`config.mk`:
```
export PLATFORM = sky130hd
export DESIGN_NAME = win_watchdog
export DESIGN_NICKNAME = d
export VERILOG_FILES = /design/src/rtl/win_watchdog.sv
export SDC_FILE = /design/constraint.sdc
export NUM_CORES = 1
export LEC_CHECK = 0
export ABC_AREA = 0
export BUFFER_PORTS_ARGS = -buffer_cell sky130_fd_sc_hd__buf_2
export CORE_MARGIN = 5
export CORE_UTILIZATION = 53
export CTS_CLUSTER_SIZE = 25
export DETAILED_ROUTE_END_ITERATION = 7
export PLACE_DENSITY = 0.76
export SLEW_MARGIN = 20
export SYNTH_ARGS = -nofsm -noshare
export SYNTH_HDL_FRONTEND = slang
export SYNTH_SLANG_ARGS = --single-unit
```
`constraint.sdc`:
```
create_clock -name clk -period 2.1 [get_ports clk]
set_input_delay 0.315 -clock clk [delete_from_list [all_inputs] [get_ports clk]]
set_output_delay 0.315 -clock clk [all_outputs]
set_load 0.005 [all_outputs]
```
`src/rtl/win_watchdog.sv`:
```
module win_watchdog #(
  parameter int PRESCALE = 12288,
  parameter int CW       = 7
) (
  input  logic          clk,
  input  logic          rst_n,
  input  logic          hw_mode,
  input  logic          halt_rst_en,
  input  logic          halt_req,
  input  logic          ctl_we,
  input  logic [CW:0]   ctl_wdata,
  input  logic          win_we,
  input  logic [CW:0]   win_wdata,
  output logic [CW:0]   ctl_rdata,
  output logic [CW:0]   win_rdata,
  output logic          wdog_rst
);
  localparam int PW = (PRESCALE > 2) ? $clog2(PRESCALE) : 1;
  localparam logic [PW-1:0] P_LAST  = PW'(PRESCALE - 1);
  localparam logic [CW-1:0] C_MAX   = '1;
  localparam logic [CW-1:0] C_FLOOR = {1'b1, {(CW-1){1'b0}}};

  logic [PW-1:0] presc;
  logic [CW-1:0] cnt, win;
  logic          act_q, rst_q;

  logic tick, active, act_next, in_window;
  logic fire_early, fire_t6, fire_tout, fire_halt, fire;

  assign tick      = (presc == P_LAST);
  assign active    = hw_mode | act_q;
  assign act_next  = active | ctl_wdata[CW];
  assign in_window = (cnt < win) && cnt[CW-1];

  assign fire_early = ctl_we & active & ~in_window;
  assign fire_t6    = ctl_we & act_next & ~ctl_wdata[CW-1];
  assign fire_tout  = ~ctl_we & active & tick & (cnt == C_FLOOR);
  assign fire_halt  = active & halt_rst_en & halt_req;
  assign fire       = fire_early | fire_t6 | fire_tout | fire_halt;

  always_ff @(posedge clk or negedge rst_n) begin
    if (!rst_n) begin
      presc <= '0;
      cnt   <= C_MAX;
      win   <= C_MAX;
      act_q <= 1'b0;
    end else if (fire) begin
      presc <= '0;
      cnt   <= C_MAX;
      win   <= C_MAX;
      act_q <= 1'b0;
    end else begin
      presc <= tick ? '0 : presc + PW'(1);
      if (ctl_we)    cnt <= ctl_wdata[CW-1:0];
      else if (tick) cnt <= cnt - CW'(1);
      if (win_we)    win <= win_wdata[CW-1:0];
      act_q <= act_q | (ctl_we & ctl_wdata[CW] & ~hw_mode);
    end
  end

  always_ff @(posedge clk or negedge rst_n) begin
    if (!rst_n) rst_q <= 1'b0;
    else        rst_q <= fire & ~rst_q;
  end

  assign ctl_rdata = {active, cnt};
  assign win_rdata = {1'b0, win};
  assign wdog_rst  = rst_q;

  p_pulse_single_r10: assert property (@(posedge clk) disable iff (!rst_n)
    wdog_rst |=> !wdog_rst);

  p_timeout_r5: assert property (@(posedge clk) disable iff (!rst_n)
    (active && tick && cnt == C_FLOOR && !ctl_we && !wdog_rst) |=> wdog_rst);

  p_early_write_r7: assert property (@(posedge clk) disable iff (!rst_n)
    (ctl_we && active && !in_window && !wdog_rst) |=> wdog_rst);

  p_t6_clear_r8: assert property (@(posedge clk) disable iff (!rst_n)
    (ctl_we && active && !ctl_wdata[CW-1] && !wdog_rst) |=> wdog_rst);

  p_halt_r9: assert property (@(posedge clk) disable iff (!rst_n)
    (active && halt_rst_en && halt_req && !wdog_rst) |=> wdog_rst);

  p_sticky_r3: assert property (@(posedge clk) disable iff (!rst_n)
    (act_q && !wdog_rst) |=> (act_q || wdog_rst));

  p_hold_r2: assert property (@(posedge clk) disable iff (!rst_n)
    (!tick && !ctl_we && !halt_req) |=> $stable(cnt));

  p_quiet_r12: assert property (@(posedge clk) disable iff (!rst_n)
    (!active && !(ctl_we && ctl_wdata[CW])) |=> !wdog_rst);
endmodule

```
# Word-level counts from Yosys, hierarchy flattened
# Cells that the tools add are included.
classes:
  add_sub_neg: 2
  muxes: 8
  bitwise_logic: 23
  eq_ne: 2
  order_cmp: 1
  n_reduce_logical: 3
op_table:
  columns: ["operator", "count"]
  rows:
  - ["7-bit two-way mux", 5]
  - ["14-bit two-way mux", 2]
  - ["14-bit by 1-bit adder with 14-bit output, second input constant", 1]
  - ["14-bit equality test, second input constant", 1]
  - ["1-bit bitwise AND", 12]
  - ["7-bit equality test, second input constant", 1]
  - ["7-bit < comparator", 1]
  - ["7-bit by 1-bit subtractor with 7-bit output, second input constant", 1]
  - ["1-bit bitwise OR", 6]
  - ["1-bit inverter", 5]
  - ["3-bit nonzero test", 1]
  - ["2-bit nonzero test", 1]
  - ["1-bit logical AND", 1]
  - ["1-bit two-way mux", 1]
word_totals:
  regBits: 30
  output_inout_bits: 17
  inputBits: 23
  word_cells: 44

# Depth between registers and ports, before layout
depth:
  ltp_word: 8
  mapped_depth: 8
  depth_no_buf: 7

# Worst setup path before layout
# No wires, ideal clock.
synth_timing:
  path_kind: "register -> register"
  start: "reg win[2]"
  end: "reg presc[0]"
  required_time_ps: 1975
  setup_time_ps: 125
  stages_incl_launch_ff: 9
  slack_ps: 165
  period_less_slack_ps: 1935
  arrival_ps: 1810
  path_cell_list: "dfstp_2 -> inv_1 -> ha_1 -> a21o_1 -> a31oi_1 -> o31ai_1 -> a22o_1 -> buf_4 -> nor3_1"
synth_via:
  elab_chain_len: 8
synth_lines:
  columns: ["element", "line_no", "text"]
  rows:
  - ["start, declared", "24", "logic [CW-1:0] cnt, win;"]
  - ["start signal, assigned", "56", "if (win_we) win <= win_wdata[CW-1:0];"]
  - ["7-bit < comparator", "33", "assign in_window = (cnt < win) && cnt[CW-1];"]
  - ["1-bit logical AND", "33", null]
  - ["1-bit inverter", "35", "assign fire_early = ctl_we & active & ~in_window;"]
  - ["1-bit bitwise AND", "35", null]
  - ["1-bit bitwise OR (3 in series)", "39", "assign fire = fire_early | fire_t6 | fire_tout | fire_halt;"]
  - ["14-bit two-way mux", "47", "end else if (fire) begin"]
  - ["end signal, assigned", "53", "presc <= tick ? '0 : presc + PW'(1);"]
  - ["end, declared", "23", "logic [PW-1:0] presc;"]
# Every way passes these cells.
# A chain may end at the register's enable or synchronous reset.

# Final worst setup path
layout_timing:
  start: "reg win[2]"
  end: "reg presc[13]"
# The elaborated chain is that of the path after synthesis.

==> results.sh <==
export IMPL_status="complete, but fails checks"
export IMPL_violations="negative hold slack"
export IMPL_post_route_min_period_ns=2.069
export IMPL_synth_seq_cells=30
export IMPL_avgViaCountPerCell=5.892
export IMPL_critical_path_arrival_ns=2.33
export IMPL_crit_type="flop to flop"
export IMPL_num_rows=20
export IMPL_busiest_layer="met2"
export IMPL_nets=256
export IMPL_dp_hpwl_um=3017
export IMPL_synth_top_area_share_pct=23.04
export IMPL_ys_types=46
export IMPL_cts_tree="built"
export IMPL_report_final_slew_viol_count=0
export IMPL_power_frac_comb_pct=31.0
export IMPL_hold_class="primary input to async pin"
export IMPL_initialDrtViolationCount=157
export IMPL_worst_slew_pin_transition_ns=0.6444
export IMPL_cts_buffers=5
export IMPL_critPathCaptureType="flop"
export IMPL_cts_sinks=30
export IMPL_maxCapViolations=0
export IMPL_fin_skew_ns=0.01309
export IMPL_coreArea_um2=3103
export IMPL_place_area_um2=1966
export IMPL_ant_nets=0
export IMPL_yosys_area_top_type="dfrtp_1"
export IMPL_worstPathMaxFanout=7
export IMPL_hold_viol=8
export IMPL_asyncSetResetFlopFracSynth_pct=100.0
export IMPL_ys_flop_type="dfrtp_1"
export IMPL_ys_top_cells_by_count="nand2_1 (17), dfrtp_1 (16), dfstp_2 (14), nand3_1 (14), nor2_1 (13)"
export IMPL_syn_to_final_growth_pct=20.09
export IMPL_final_layout_size_suffix_gt1_share_pct=36.44
export IMPL_reg2reg_depth=7
export IMPL_grt_use_met1_pct=27.46
export IMPL_vias=1585
export IMPL_p_sw_share_pct=35.35
export IMPL_wl_per_cell_um=15.83
export IMPL_finalInstanceArea_um2=2087
export IMPL_numPortBuffers=37
export IMPL_place_congestion=0.8826
export IMPL_syn_avg_cell_area_um2=9.602
export IMPL_finalSetupViolCount=0
export IMPL_p_switching_uw=569.9
export IMPL_die_w_um=67.27
export IMPL_cts_buffer_depth=2
export IMPL_dr_pass1_iters=6
export IMPL_use_met2_pct=30.80
export IMPL_cts_root_buf="clkbuf_4"
export IMPL_grt_pass1_vias=1489
export IMPL_min_period_over_period_pct=98.55
export IMPL_rsz0062_at_grt="yes"
export IMPL_hold_slack_ns=-0.01222
export IMPL_die_y_um=67.27
export IMPL_clkTransAtPathRegs_ns=0.10
export IMPL_fin_ws_ns=0.03053
export IMPL_diodes=0
export IMPL_place_ws_ns=-0.1338
export IMPL_synthTopCellsByArea="dfrtp_1 (23%), dfstp_2 (21%), ha_1 (5.8%), xor2_1 (4.5%), nand3_1 (4.0%)"
export IMPL_start_util_pct=56.01
export IMPL_clkLatencyLatePin_ns=0.34
export IMPL_powerDensity_nw_per_um2=772.4
export IMPL_p_int_mw=1.042
export IMPL_rrSetupSlack_ns=0.03
export IMPL_yosys_warnings=0
export IMPL_start_kind="flop"
export IMPL_irDropWorstVdd_mv=0.3838
export IMPL_p_seq_share_pct=48.9
export IMPL_grt_antenna_before_repair=0
export IMPL_post_route_util_pct=67.26
export IMPL_gr_usage_all_layers_pct=20.47
export IMPL_ys_seq_area_share_pct=44.20
export IMPL_syn_num_nets=212
export IMPL_syn_cell_area_um2=1738
export IMPL_netlist_instances=181
export IMPL_fmax_ghz=0.4832
export IMPL_grt_overflow_total=0
export IMPL_routed_wl_um=4257
export IMPL_io_pins=40
export IMPL_synth_edff_count=0
export IMPL_drc_errors=0
export IMPL_grt_use_met3_pct=7.987
export IMPL_power_mw=1.612
export IMPL_relSlewSlack_pct=56.58
export IMPL_worst_ep_required_time_ns=2.36
export IMPL_grt_max_degree=31
export IMPL_htreeDepth=2
export IMPL_p_leak_nw=0.9886
export IMPL_die_area_um2=4525
export IMPL_grt_pass1_wl_um=6858
export IMPL_power_frac_clock_pct=20.1
export IMPL_yosys_cell_count_top_type="nand2_1"
[registers in the layout (all words and copies together), names as in the netlist]
| signal | cells |
|---|---|
| cnt | 7 |
| win | 7 |
| presc | 14 |
| wdog_rst | 1 |
| act_q | 1 |
[power by group through the flow]
| stage | clock network (mW) | registers (mW) | logic (mW) |
|---|---|---|---|
| after floorplan | 0 | 0.786 | 0.266 |
| after global placement | 0 | 0.792 | 0.420 |
| after detailed placement | 0 | 0.799 | 0.437 |
| after CTS | 0.332 | 0.790 | 0.439 |
| after global routing | 0.368 | 0.802 | 0.563 |
| final | 0.323 | 0.788 | 0.500 |
[worst max-delay path, cell delays in order, from the launching register on]
cell	delay, ns
dfstp_2	0.53
inv_1	0.05
ha_1	0.31
a21o_1	0.21
a31oi_2	0.23
o31ai_4	0.11
a22o_4	0.33
nor3_2	0.22
[final timing paths]
path | from | to
worst max-delay path | win[2] | presc[13]
worst min-delay path | rst_n | presc[10]
worst max register to register | win[2] | presc[13]
worst min register to register | wdog_rst | wdog_rst
max in group asynchronous | rst_n | act_q
min in group clk | win_wdata[2] | win[2]
[routing by layer]
| metal | wire, µm | share of wire (%) |
|---|---|---|
| met1 | 1766 | 41 |
| met2 | 1988 | 47 |
| met3 | 410 | 9.6 |
| met4 | 92 | 2.2 |
| met5 | 0 | 0 |
[cell families (layout without fill, tap and decap cells)]
family	after synthesis	in the layout	share of synthesized area (%)
compound gates	36	37	14.97
buf+inv	20	63	6.119
simple gates	73	73	22.10
fa+ha+maj	8	8	5.760
mux	1	1	0.5760
xor+xnor	12	12	6.048
other cells	1	1	0.2158
flops	30	30	44.20
[layout make-up]
| type | count | area, µm² |
|---|---|---|
| Timing Repair Buffer | 45 | 245.2 |
| Clock buffer | 5 | 37.54 |
| Inverter | 11 | 41.29 |
| Multi-Input combinational cell | 132 | 929.6 |
| Sequential cell | 30 | 768.2 |
| Fill cell | 265 | 1016 |
| Tap cell | 44 | 55.05 |
| Clock inverter | 2 | 10.01 |
[stage by stage]
step                cells  setup TNS [ns]
floorplan             181               0
global placement      260         -0.2606
detailed placement    260          -1.273
CTS                   267               0
global route          269         -0.2117
finish                269               0
[placed cells by master, fill, tap and decap left out, types with 2 or more instances in the layout]
| cell | instances |
|---|---|
| nand4_1 | 4 |
| xnor2_1 | 3 |
| dfrtp_1 | 16 |
| clkinv_2 | 2 |
| nor3b_1 | 2 |
| ha_1 | 8 |
| a21o_1 | 2 |
| nand2_1 | 17 |
| nor3_1 | 3 |
| xor2_1 | 9 |
| and4_1 | 2 |
| or3_1 | 2 |
| clkbuf_4 | 5 |
| nor2_1 | 12 |
| o2111ai_1 | 6 |
| nor3_2 | 5 |
| o21ai_0 | 7 |
| a21oi_1 | 5 |
| buf_4 | 8 |
| and4_4 | 2 |
| and3_1 | 4 |
| inv_1 | 11 |
| buf_2 | 37 |
| dfstp_2 | 14 |
| nand3_1 | 14 |
[what timing repair did]
item | in CTS | in global routing
gates cloned | 0 | 1
hold buffers | 0 | 0
endpoints found under the setup margin | 13 | 14
pin swaps | 0 | 2
setup buffers | 0 | 1
resized for setup | 1 | 11
Power figures use the tool's default switching activity.
